<file path="config.mk">
export PLATFORM = sky130hd
export DESIGN_NAME = mavg_stereo
export DESIGN_NICKNAME = d
export VERILOG_FILES = /design/src/rtl/mavg_pkg.sv /design/src/rtl/mavg_taps.sv /design/src/rtl/mavg_lane.sv /design/src/rtl/mavg_stereo.sv
export SDC_FILE = /design/constraint.sdc
export NUM_CORES = 1
export LEC_CHECK = 0
export BUFFER_PORTS_ARGS = -buffer_cell sky130_fd_sc_hd__buf_2
export CAP_MARGIN = 20
export CORE_AREA = 5 5 330 332
export CTS_CLUSTER_DIAMETER = 100
export DETAILED_ROUTE_END_ITERATION = 6
export DIE_AREA = 0 0 335 337
export GPL_TIMING_DRIVEN = 0
export HOLD_SLACK_MARGIN = 0.15
export PLACE_DENSITY = 0.49
export SLEW_MARGIN = 30
export SYNTH_ARGS = -nofsm -noshare
export SYNTH_HDL_FRONTEND = slang
export SYNTH_HIERARCHICAL = 1
export SYNTH_SLANG_ARGS = --single-unit
</file>
<file path="constraint.sdc">
create_clock -name clk -period 7.8 [get_ports clk]
set_input_delay 2.34 -clock clk [delete_from_list [all_inputs] [get_ports clk]]
set_output_delay 2.34 -clock clk [all_outputs]
set_load 0.05 [all_outputs]
</file>
<file path="src/rtl/mavg_pkg.sv">
package mavg_pkg;
    // Channel index used to build the per-channel lanes.
    typedef enum logic {
        CH_LEFT  = 1'b0,
        CH_RIGHT = 1'b1
    } chan_e;

    localparam int unsigned NUM_CH = 2;
endpackage

</file>
<file path="src/rtl/mavg_taps.sv">
// Shift-register delay line holding pre-scaled samples; index 0 is newest.
module mavg_taps #(
    parameter int unsigned W = 24,
    parameter int unsigned N = 16
) (
    input  logic                clk,
    input  logic                rst,
    input  logic                shift_en,
    input  logic signed [W-1:0] din,
    output logic signed [W-1:0] oldest
);
    logic signed [W-1:0] taps [N];

    always_ff @(posedge clk) begin
        if (rst) begin
            taps[0] <= '0;
        end else if (shift_en) begin
            taps[0] <= din;
        end
    end

    for (genvar i = 1; i < N; i++) begin : g_stage
        always_ff @(posedge clk) begin
            if (rst) begin
                taps[i] <= '0;
            end else if (shift_en) begin
                taps[i] <= taps[i-1];
            end
        end
    end

    assign oldest = taps[N-1];

    AST_TAP_ADVANCE: assert property (@(posedge clk) disable iff (rst)
        shift_en |=> taps[1] == $past(taps[0]));
    AST_TAP_HOLD: assert property (@(posedge clk) disable iff (rst)
        !shift_en |=> $stable(taps[N-1]) && $stable(taps[0]));
    AST_TAP_CLEAR: assert property (@(posedge clk)
        rst |=> taps[0] == '0 && taps[N-1] == '0);
endmodule

</file>
<file path="src/rtl/mavg_lane.sv">
// One channel: scale, delay, running add-and-subtract accumulator.
module mavg_lane #(
    parameter int unsigned W = 24,
    parameter int unsigned N = 16
) (
    input  logic                clk,
    input  logic                rst,
    input  logic                sample_en,
    input  logic signed [W-1:0] din,
    output logic signed [W-1:0] dout
);
    localparam int unsigned SHIFT = $clog2(N);

    logic signed [W-1:0] scaled;
    logic signed [W-1:0] leaving;
    logic signed [W-1:0] acc;

    // Arithmetic shift with sign fill: floor division by N.
    assign scaled = din >>> SHIFT;

    mavg_taps #(.W(W), .N(N)) u_taps (
        .clk      (clk),
        .rst      (rst),
        .shift_en (sample_en),
        .din      (scaled),
        .oldest   (leaving)
    );

    always_ff @(posedge clk) begin
        if (rst) begin
            acc <= '0;
        end else if (sample_en) begin
            acc <= acc + scaled - leaving;
        end
    end

    assign dout = acc;

    AST_ACC_HOLD: assert property (@(posedge clk) disable iff (rst)
        !sample_en |=> $stable(dout));
    AST_ACC_CLEAR: assert property (@(posedge clk)
        rst |=> dout == '0);
    AST_ACC_STEP: assert property (@(posedge clk) disable iff (rst)
        sample_en |=> dout - $past(dout) == $past(scaled) - $past(leaving));
endmodule

</file>
<file path="src/rtl/mavg_stereo.sv">
module mavg_stereo
    import mavg_pkg::*;
#(
    parameter int unsigned SAMPLE_W = 24,
    parameter int unsigned WIN_LEN  = 16
) (
    input  logic                       clk,
    input  logic                       rst,
    input  logic                       sample_en,
    input  logic signed [SAMPLE_W-1:0] in_left,
    input  logic signed [SAMPLE_W-1:0] in_right,
    output logic signed [SAMPLE_W-1:0] out_left,
    output logic signed [SAMPLE_W-1:0] out_right
);
    if ((WIN_LEN < 2) || ((WIN_LEN & (WIN_LEN - 1)) != 0)) begin : g_bad_len
        $error("WIN_LEN must be a power of two of at least 2");
    end

    logic signed [SAMPLE_W-1:0] lane_in  [NUM_CH];
    logic signed [SAMPLE_W-1:0] lane_out [NUM_CH];

    assign lane_in[CH_LEFT]  = in_left;
    assign lane_in[CH_RIGHT] = in_right;

    for (genvar c = 0; c < NUM_CH; c++) begin : g_lane
        mavg_lane #(.W(SAMPLE_W), .N(WIN_LEN)) u_lane (
            .clk       (clk),
            .rst       (rst),
            .sample_en (sample_en),
            .din       (lane_in[c]),
            .dout      (lane_out[c])
        );
    end

    assign out_left  = lane_out[CH_LEFT];
    assign out_right = lane_out[CH_RIGHT];
endmodule

</file>
==> summary.md, run 1 <==
| Metric | Value |
|---|---|
| Distinct cells, synth | 68 |
| Number of port buffers | 89 |
| CP Class | primary input to register |
| Drc violations | 0 |
| Post-Syn Instances | ~2500 |
| DP Wirelength | 54480 um |
| Clock network power share | 0.345 |
| Synth warn | 6 |
| Fmax | 208.7 MHz |
| First-pass GRT wire length | 119300 um |
| Initial Util | 0.3460 |
| Critical path data arrival time | 5.32 ns |
| Syn Area/Cell | 14.78 sq um |
| DR vias/cell | about 4.7 |
| Hold Crit Class | register to register |
| Area post-placement | 39270 sq um |
| Seq/Total Area, Yosys | 0.6550 |
| Core Area | approximately 110000 sq um |
| Fill cells | 10060 |
| R2R cell count | 12 |
| Critical path endpoint category | register |
| CTS max path bufs | 3 |
| Total gr overflow | 0 |
| Crit Path Max Fanout | 5 |
| P&R area growth vs syn | 14.96% |
| CTS sink cnt | 816 |
| Final ANT Viol Nets | 0 |
| TritonCTS buffer count | 93 |
| Rows | 120 |
| Largest net degree at the start of global routing | 51 |
| DRT iter0 DRCs | around 1100 |
| Setup bufs post-CTS | 0 |
| Flop pwr share | 0.441 |
| NumNets Final | 2828 |
| RSZ-0062 raised after global routing | false |
| Reg clk slew, reported paths | 0.06 ns |
| Reg2reg end | g_lane[1].u_lane/dout[23] |
| Status | finished, final reports clean |
| Syn Nets | 2626 |
| Wire length per cell | between 15 and 20 um |
| Routability cong. | 0.8268 |
| Worst-Margin Slew | 0.8749 ns |
| Post-route cell area | 42160 sq um |
| Post-cts hold buffer count | 0 |
| Clock skew | between 0.02 and 0.025 ns |
| Root Driver | clkbuf_16 |
| Die W | 335 um |
| Share of cells above drive strength 1 | 0.1676 |
| H-tree levels | 3 |
| Max Slew Vio Count | 0 |
| Overall routing resource usage | 0.1351 |
| Worst reg2reg setup slack | 4.47 ns |
| CTS tree | yes |
| Leak | between 15 and 20 nW |
| Hold depth | 2 |
| Cell Pwr Density | 285.3 nW/um^2 |
| Switching Power | 3.501 mW |
| Die Area | 112900 sq um |
| WHS | 0.5132 ns |
| Reg-to-Reg Start | g_lane[1].u_lane/u_taps/taps[1][180] |
| Final Setup Violations | 0 |
| Post-CTS sizing | 0 |
| Via count | 19430 |
| Power share of the combinational group | 0.215 |
| Fraction of registers with async set/reset | 0 |
| I/O pins | 99 |
| Synth Flop Type | edfxtp_1 |
| Synthesized cell area | 36680 sq um |
| Die Height | 337 um |
| Hold endpoint | g_lane[1].u_lane/dout[14] |
| Post-synth EDFFs | approximately 770 |
| Clk_lat worst skew | 0.65 ns |
| Sw frac | 0.2910 |
| Maxcap violations | 0 |
| VDD IR max | 0.0001569 V |
| Int Pwr | roughly 8.5 mW |
| Vias in the first global route | 20450 |
| Final Hold Fails | 0 |
| WL final | 76250 um |
| Critical hold path startpoint | g_lane[1].u_lane/dout[14] |
| Drt first pass iters | 4 |
| Synthesis-stage register bit count | roughly 820 |
| Relative slew slack | 0.4167 |
| Crit share post-route | 0.6142 |
| Min Tclk post-route | 4.791 ns |
| WP data required | 8.33 ns |
| CP Launch Type | primary input |
| Initial antenna violation count | 4 |
[cell usage after synthesis (all sizes together), types with 2 or more instances]
master | count | area share
mux2 | 3 | 0.0011
dfxtp | 48 | 0.026
a221o | 3 | 0.00082
o31ai | 7 | 0.0018
o32ai | 3 | 0.00092
o21ai | 38 | 0.0053
ha | 48 | 0.016
a21oi | 46 | 0.0067
and4 | 3 | 0.00072
o21bai | 6 | 0.0012
nand2b | 7 | 0.0012
nand2 | 46 | 0.0047
a211o | 2 | 0.00048
o22ai | 3 | 0.00051
clkbuf | 28 | 0.0029
a21o | 13 | 0.0027
or2 | 3 | 0.00051
or3 | 6 | 0.0011
mux2i | 22 | 0.0060
inv | 184 | 0.019
nor4 | 2 | 0.00051
nand4 | 7 | 0.0012
and3 | 3 | 0.00055
a31o | 2 | 0.00048
fa | 46 | 0.025
xnor2 | 18 | 0.0043
and2 | 2 | 0.00034
a31oi | 8 | 0.0015
nor2b | 6 | 0.0010
buf | 211 | 0.033
xor2 | 17 | 0.0041
and3b | 769 | 0.18
o311ai | 2 | 0.00048
edfxtp | 768 | 0.63
nor3 | 11 | 0.0015
nor2 | 50 | 0.0051
a211oi | 7 | 0.0018
o211a | 2 | 0.00055
o21a | 2 | 0.00041
o211ai | 4 | 0.00082
a221oi | 3 | 0.00089
a21boi | 3 | 0.00061
nand3 | 12 | 0.0016
[placed cells by master, fill, tap and decap left out, types with 44 or more instances in the layout]
master     netlist  layout
clkbuf_1        26      46
clkbuf_16        0      94
nand2_1         46      46
a21oi_1         44      44
and3b_1        769     769
fa_1            46      46
buf_4           55      56
nor2_1          50      50
dfxtp_1         48      48
edfxtp_1       768     768
ha_1            48      48
inv_1          184     184
buf_2          154     242
[flip-flops by register name (all words and copies together), names as in the netlist]
| register | cells |
|---|---|
| g_lane.u_lane/dout | 48 |
| g_lane.u_lane/u_taps/taps | 768 |
[final cells by class]
cell class,instances,area (sq um),area share
diodes,4,10.01,0.0002374
plain buffers,239,1314,0.03116
clock buffers,114,2427,0.05757
clock inverters,48,456.7,0.01083
inverters,184,690.7,0.01638
multi-input cells,1242,10650,0.2527
flip-flops and latches,816,24020,0.5698
well taps,1403,1755,0.04164
repair buffers,107,830.8,0.01971
[cells by family (layout without fill, tap and decap cells)]
group	count (synthesis)	after routing	synth area share
AOI/OAI and AO/OA	158	158	0.02893
xor gates and xnor gates	35	35	0.008358
adders and majority gates	94	94	0.04148
buffers and inverters	423	692	0.05465
DFF	816	816	0.6550
muxes	25	25	0.007130
other	0	4	0
and+or+nand+nor	930	930	0.2044
[metrics by stage]
step	utilization	TNS, ns	power (mW)	cells	setup WS (ns)
after floorplan	-	0	7.313	2481	1.902
after CTS	0.3976	0	12.21	4153	3.064
after detailed placement	0.3704	0	7.975	3991	2.351
final	0.3977	0	12.03	4157	3.009
after global placement	0.3668	-266.78	7.969	3973	-0.3894
after global routing	0.3976	0	12.70	4153	2.783
[how the worst max path moves through the flow]
| stage | startpoint | end |
|---|---|---|
| 6_report | in_right[8] | g_lane[1].u_lane/dout[23] |
| 3_3_place_gp | rst | g_lane[0].u_lane/u_taps/taps[1][188] |
| 5_1_grt | in_right[8] | g_lane[1].u_lane/dout[17] |
| 3_5_place_dp | in_right[8] | g_lane[1].u_lane/dout[23] |
| 2_1_floorplan | rst | g_lane[0].u_lane/u_taps/taps[0][0] |
| 4_1_cts | in_right[8] | g_lane[1].u_lane/dout[23] |
[power by group through the flow]
| stage | Combinational (mW) | Clock [mW] | Sequential, mW |
|---|---|---|---|
| after global routing | 2.88 | 4.48 | 5.33 |
| after floorplan | 1.68 | 0 | 5.63 |
| after CTS | 2.60 | 4.31 | 5.31 |
| after detailed placement | 2.58 | 0 | 5.40 |
| final | 2.58 | 4.15 | 5.30 |
| after global placement | 2.55 | 0 | 5.42 |
[worst max-delay path, stage by stage]
cell and delay, ns:
buf_2 0.15, inv_1 0.08, fa_1 0.54, inv_1 0.05, ha_1 0.33, a21o_1 0.23, a31o_2 0.23, o21ai_0 0.56
o31ai_4 0.17, mux2i_1 0.15, o21ai_1 0.17, mux2_1 0.33
[metal layers]
metal / vias up / GRT usage / wire length [um]
met4: 0 / 0.03965 / 1800
met5: - / 0 / 0
met2: 295 / 0.2294 / 36860
met3: 109 / 0.02609 / 3301
met1: 9525 / 0.1769 / 34290
li1: 9498 / - / -
Power figures use the tool's default switching activity.
==> run 2: changes to the inputs <==
==> constraint.sdc (replaced) <==
create_clock -name clk -period 3.9 [get_ports clk]
set_input_delay 1.17 -clock clk [delete_from_list [all_inputs] [get_ports clk]]
set_output_delay 1.17 -clock clk [all_outputs]
set_load 0.05 [all_outputs]
==> summary.md, run 2 (synthesized netlist as in run 1, its figures left out) <==
| Metric | Value |
|---|---|
| Slowest cell on crit path | o21ai_0 (unchanged) |
| Reg2reg end | g_lane[1].u_lane/dout[23] (unchanged) |
| CTS tree | yes (unchanged) |
| Largest reg by FF count | g_lane.u_lane/u_taps/taps (unchanged) |
| Initial antenna violation count | 5 (was 4) |
| Delay-heaviest family, CP | compound AO/OA/AOI/OAI gates (unchanged) |
| Worst path cell trace | buf_2 > inv_1 > fa_1 > inv_1 > ha_1 > a21o_1 > a31o_2 > o21ai_0 > o31ai_4 > mux2i_1 > o21ai_1 > mux2_1 (unchanged) |
| Post-cts hold buffer count | 0 (unchanged) |
| Final Setup Violations | 0 (unchanged) |
| Max Slew Vio Count | 0 (unchanged) |
| Reg-to-Reg Start | g_lane[1].u_lane/u_taps/taps[1][172] (was g_lane[1].u_lane/u_taps/taps[1][180]) |
| Setup ws final | 0.1737 ns (was 3.009 ns) |
| Clock skew | 0.03061 ns (was 0.02437 ns) |
| Crit share post-route | 0.9555 |
| Setup bufs post-CTS | 0 (unchanged) |
| Wire length per cell | 18.32 um (was 18.34 um) |
| Placed insts | 3989 (was 3991) |
| Area post-placement | 39310 sq um (was 39270 sq um) |
| H-tree levels | 3 (unchanged) |
| R2R cell count | 11 (was 12) |
| Status | finished, final reports clean (unchanged) |
| CP Launch Type | primary input (unchanged) |
| Hold depth | 2 (unchanged) |
| Post-route cell area | 42230 sq um (was 42160 sq um) |
| NumNets Final | 2826 (was 2828) |
| WP buf/inv | 3 (unchanged) |
| Leak | 19.93 nW (was 19.90 nW) |
| DR vias/cell | 4.688 (was 4.673) |
| Overall routing resource usage | 0.1341 (was 0.1351) |
| Rows | 120 (unchanged) |
| Non-filler cells, final | 4158 (was 4157) |
| Hold endpoint | g_lane[1].u_lane/dout[14] (unchanged) |
| I/O pins | 99 (unchanged) |
| Routability cong. | 0.8206 (was 0.8268) |
| Cell Pwr Density | 570.8 nW/um^2 (was 285.3 nW/um^2) |
| Total gr overflow | 0 (unchanged) |
| Clk_lat worst skew | 0.64 ns (was 0.65 ns) |
| WL final | 76190 um (was 76250 um) |
| Final ANT Viol Nets | 0 (unchanged) |
| DRT iter0 DRCs | 950 (was 1051) |
| RSZ-0062 raised after global routing | false (unchanged) |
| P&R area growth vs syn | 15.14% (was 14.96%) |
| Hold Crit Class | register to register (unchanged) |
| Crit Path Max Fanout | 5 (unchanged) |
| Critical path endpoint category | register (unchanged) |
| Number of port buffers | 89 (unchanged) |
| CTS sink cnt | 816 (unchanged) |
| Critical hold path startpoint | g_lane[1].u_lane/dout[14] (unchanged) |
| CP max stage delay | 0.59 ns (was 0.56 ns) |
| Drt first pass iters | 5 (was 4) |
| Max FFs per register | 768 (unchanged) |
| Die Height | 337 um (unchanged) |
| Relative slew slack | 0.4710 (was 0.4167) |
| VDD IR max | 0.0003753 V (was 0.0001569 V) |
| Reg clk slew, reported paths | 0.06 ns (about the same) |
| WP data required | 4.44 ns (was 8.33 ns) |
| CP Class | primary input to register (unchanged) |
| First-pass GRT wire length | 118800 um (was 119300 um) |
| TritonCTS buffer count | 93 (unchanged) |
| Share of cells above drive strength 1 | 0.1677 (was 0.1676) |
| Vias in the first global route | 20620 (was 20450) |
| # diodes | 0 (was 4) |
| Largest net degree at the start of global routing | 52 (was 51) |
| Most frequent cells in the layout | and3b_1, edfxtp_1, buf_2 (unchanged) |
| Root Driver | clkbuf_16 (unchanged) |
| Drc violations | 0 (unchanged) |
| Min Tclk post-route | approximately 3.7 ns |
| Via count | 19490 (was 19430) |
| Post-CTS sizing | 0 (unchanged) |
| Initial Util | 0.3460 (unchanged) |
| Worst-Margin Slew | 0.7935 ns (was 0.8749 ns) |
| DP Wirelength | 53760 um (was 54480 um) |
| Maxcap violations | 0 (unchanged) |
| Worst reg2reg setup slack | 0.44 ns (was 4.47 ns) |
| Commonest non-fill, non-tap cell in the layout | and3b_1 (unchanged) |
| Fmax | 268.4 MHz |
| Final Hold Fails | 0 (unchanged) |
| CTS max path bufs | 3 (unchanged) |
| Critical path data arrival time | 4.27 ns (was 5.32 ns) |
| Most used cell, CP | inv_1 (unchanged) |
| Core Area | 106000 sq um (unchanged) |
| Pre-CTS WS | -0.4749 ns (was 2.351 ns) |
| Die Area | 112900 sq um (unchanged) |
| Die W | 335 um (unchanged) |
-- run 2: per-stage QoR --
step | total power [mW] | hold WS, ns | TNS, ns | utilization
2_1_floorplan | 14.63 | 0.5310 | -553.98 | -
3_3_place_gp | 15.93 | 0.4806 | -2074.71 | 0.3674
3_5_place_dp | 15.95 | 0.4972 | -13.05 | 0.3709
4_1_cts | 24.45 | 0.5099 | 0 | 0.3984
5_1_grt | 25.42 | 0.5167 | 0 | 0.3984
6_report | 24.10 | 0.5099 | 0 | 0.3984
-- run 2: report_power, final --
part           internal, mW  total, mW  switching, mW
Combinational          1.90       5.18           3.27
Sequential             10.3       10.6          0.309
Clock                  4.84       8.32           3.49
Total                  17.0       24.1           7.07
-- run 2: worst max path at each step --
stage                      from                                    to  slack, ns  depth (start not counted)
CTS                 in_right[8]             g_lane[1].u_lane/dout[23]       0.25                         12
global placement            rst  g_lane[0].u_lane/u_taps/taps[1][189]      -2.74                          4
floorplan             sample_en    g_lane[0].u_lane/u_taps/taps[0][0]      -0.72                          3
finish              in_right[8]             g_lane[1].u_lane/dout[23]       0.17                         12
detailed placement  in_right[8]             g_lane[1].u_lane/dout[23]      -0.47                         12
global route        in_right[8]             g_lane[1].u_lane/dout[23]       0.12                         12
-- run 2: layer usage --
layer / GRT usage / up-vias / share of wire
met5: 0 / - / 0
met4: 0.04134 / 0 / 0.027
met3: 0.02609 / 118 / 0.042
met2: 0.2291 / 309 / 0.49
met1: 0.1733 / 9572 / 0.44
li1: - / 9495 / -
-- run 2: worst min-delay path, stage by stage, from the launching register on --
cell and delay (ns):
dfxtp_1 0.32, nand2_1 0.06, o21ai_0 0.07
-- run 2: final cells by class --
cell class                      instances  area [sq um]
Buffer                                239          1376
Multi-Input combinational cell       1242         10650
Sequential cell                       816         24020
Fill cell                            9964         63770
Clock inverter                         53         480.5
Clock buffer                          116          2435
Inverter                              184         690.7
Timing Repair Buffer                  105         813.3
Tap cell                             1403          1755
==> run 3: changes to the inputs <==
--- a/config.mk
+++ b/config.mk
@@ -13,7 +13,7 @@
 export DIE_AREA = 0 0 335 337
 export GPL_TIMING_DRIVEN = 0
 export HOLD_SLACK_MARGIN = 0.15
-export PLACE_DENSITY = 0.49
+export PLACE_DENSITY = 0.48
 export SLEW_MARGIN = 30
 export SYNTH_ARGS = -nofsm -noshare
 export SYNTH_HDL_FRONTEND = slang
==> constraint.sdc (replaced) <==
create_clock -name clk -period 3.8 [get_ports clk]
set_input_delay 1.14 -clock clk [delete_from_list [all_inputs] [get_ports clk]]
set_output_delay 1.14 -clock clk [all_outputs]
set_load 0.05 [all_outputs]
==> summary.md, run 3 (synthesized netlist as in run 1, its figures left out) <==
| Metric | Value |
|---|---|
| H-tree levels | 3 (unchanged) |
| Die W | 335 um (unchanged) |
| Crit Path Max Fanout | 5 (unchanged) |
| Post-CTS sizing | 0 (unchanged) |
| Largest net degree at the start of global routing | 53 (was 52) |
| DRT iter0 DRCs | 993 (was 950) |
| Final Setup Violations | 0 (unchanged) |
| Placed insts | 3989 (unchanged) |
| Leak | 20.02 nW (was 19.93 nW) |
| Number of port buffers | 89 (unchanged) |
| Max Slew Vio Count | 0 (unchanged) |
| Core Area | 106000 sq um (unchanged) |
| Drt first pass iters | 5 (unchanged) |
| TritonCTS buffer count | 93 (unchanged) |
| Fmax | between 200 and 300 MHz |
| Rows | 120 (unchanged) |
| Most used cell, CP | inv_1 (unchanged) |
| Critical hold path startpoint | g_lane[0].u_lane/dout[21] (was g_lane[1].u_lane/dout[14]) |
| Root Driver | clkbuf_16 (unchanged) |
| Via count | 19640 (was 19490) |
| WP data required | 4.32 ns (was 4.44 ns) |
| Reg-to-Reg Start | g_lane[1].u_lane/u_taps/taps[1][172] (unchanged) |
| Hold depth | 2 (unchanged) |
| Reg clk slew, reported paths | 0.06 ns (about the same) |
| CP Launch Type | primary input (unchanged) |
| Overall routing resource usage | 0.1354 (was 0.1341) |
| Max FFs per register | 768 (unchanged) |
| Critical path data arrival time | 4.14 ns (was 4.27 ns) |
| Vias in the first global route | 20780 (was 20620) |
| DP Wirelength | 54660 um (was 53760 um) |
| Hold Crit Class | register to register (unchanged) |
| Total power | 25.28 mW (was 24.10 mW) |
| Crit share post-route | 0.9526 |
| I/O pins | 99 (unchanged) |
| Cell Pwr Density | 595.7 nW/um^2 (was 570.8 nW/um^2) |
| P&R area growth vs syn | 15.72% (was 15.14%) |
| WL final | 76770 um (was 76190 um) |
| Final Hold Fails | 0 (unchanged) |
| Commonest non-fill, non-tap cell in the layout | and3b_1 (unchanged) |
| Most frequent cells in the layout | and3b_1, edfxtp_1, buf_2 (unchanged) |
| Die Area | 112900 sq um (unchanged) |
| First-pass GRT wire length | 119900 um (was 118800 um) |
| Relative slew slack | 0.3725 (was 0.4710) |
| Die Height | 337 um (unchanged) |
| Worst-Margin Slew | 0.9413 ns (was 0.7935 ns) |
| CTS max path bufs | 3 (unchanged) |
| Initial Util | 0.3460 (unchanged) |
| Clk_lat worst skew | 0.66 ns (was 0.64 ns) |
| Worst path cell trace | buf_2 > inv_1 > fa_1 > inv_1 > ha_1 > a21o_1 > a31o_2 > o21ai_0 > o31ai_4 > mux2i_1 > o21ai_1 > mux2_1 (unchanged) |
| Total gr overflow | 0 (unchanged) |
| DR vias/cell | 4.717 (was 4.688) |
| Clock skew | 0.02734 ns (was 0.03061 ns) |
| Critical path endpoint category | register (unchanged) |
| R2R cell count | 11 (unchanged) |
| CTS sink cnt | 816 (unchanged) |
| Slowest cell on crit path | fa_1 (was o21ai_0) |
| Wire length per cell | 18.44 um (was 18.32 um) |
| CP max stage delay | 0.54 ns (was 0.59 ns) |
| Maxcap violations | 0 (unchanged) |
| Hold endpoint | g_lane[0].u_lane/dout[21] (was g_lane[1].u_lane/dout[14]) |
| NumNets Final | 2826 (unchanged) |
| Initial antenna violation count | 2 (was 5) |
| CTS tree | yes (unchanged) |
| Final ANT Viol Nets | 0 (unchanged) |
| Worst reg2reg setup slack | 0.43 ns (was 0.44 ns) |
| Non-filler cells, final | 4164 (was 4158) |
| Reg2reg end | g_lane[1].u_lane/dout[23] (unchanged) |
| Setup bufs post-CTS | 0 (unchanged) |
| Post-cts hold buffer count | 0 (unchanged) |
| Largest reg by FF count | g_lane.u_lane/u_taps/taps (unchanged) |
| Drc violations | 0 (unchanged) |
| Share of cells above drive strength 1 | 0.1703 (was 0.1677) |
| RSZ-0062 raised after global routing | false (unchanged) |
| CP Class | primary input to register (unchanged) |
| VDD IR max | 0.0005819 V (was 0.0003753 V) |
| Status | finished, final reports clean (unchanged) |
| Min Tclk post-route | 3.620 ns |
| Routability cong. | 0.8299 (was 0.8206) |
| Worst setup path start | in_right[8] (unchanged) |
run 3: changes by cell type in the layout (fill, tap and decap cells not counted), sizes merged:
cell	before	now
bufinv	6	13
clkbuf	144	142
clkinv	40	37
clkinvlp	4	6
diode	0	1
inv	187	188
run 3: through the flow:
stage	setup slack, ns	cell area [sq um]	TNS (ns)	util	hold WS, ns
floorplan	-0.7913	36740	-607.74	-	0.5310
global placement	-2.800	38940	-2113.96	0.3674	0.4860
detailed placement	-0.5203	39300	-57.45	0.3708	0.4857
CTS	0.1938	42440	0	0.4004	0.5015
global route	0.04051	42440	0	0.4004	0.5225
finish	0.1802	42440	0	0.4004	0.4943
run 3: routing by layer:
layer | track usage | vias up | share of wire
met1 | 0.1740 | 9758 | 0.44
met3 | 0.02184 | 112 | 0.031
li1 | - | 9488 | -
met4 | 0.03750 | 0 | 0.022
met5 | 0 | - | 0
met2 | 0.2382 | 285 | 0.50
run 3: area by class of cell:
| cell class | count | area, sq um |
|---|---|---|
| fill | 9954 | 63560 |
| sequential | 816 | 24020 |
| multi-input combinational | 1242 | 10650 |
| clock buffer | 114 | 2406 |
| tap | 1403 | 1755 |
| buffer | 239 | 1376 |
| timing repair buffer | 105 | 803.3 |
| clock inverter | 60 | 730.7 |
| inverter | 184 | 690.7 |
| antenna | 1 | 2.502 |
run 3: worst max path at each step:
stage	endpoint	slack, ns	cells after the start
6_report	g_lane[1].u_lane/dout[23]	0.18	12
3_3_place_gp	g_lane[0].u_lane/u_taps/taps[1][187]	-2.80	4
4_1_cts	g_lane[1].u_lane/dout[23]	0.19	12
3_5_place_dp	g_lane[1].u_lane/dout[23]	-0.52	12
2_1_floorplan	g_lane[0].u_lane/u_taps/taps[0][0]	-0.79	3
5_1_grt	g_lane[1].u_lane/dout[23]	0.04	12
run 3: power breakdown:
group / internal [mW] / switching, mW / total [mW]
sequential: 10.6 / 0.314 / 10.9
combinational: 1.95 / 3.35 / 5.30
clock: 5.43 / 3.67 / 9.10
run 3: critical path, delay by kind of cell:
kind                     cells  cell delay [ns]
AO/OA/AOI/OAI                5             1.38
adder cells (fa/ha/maj)      2             0.87
multiplexers                 2             0.49
buffers and inverters        3             0.26
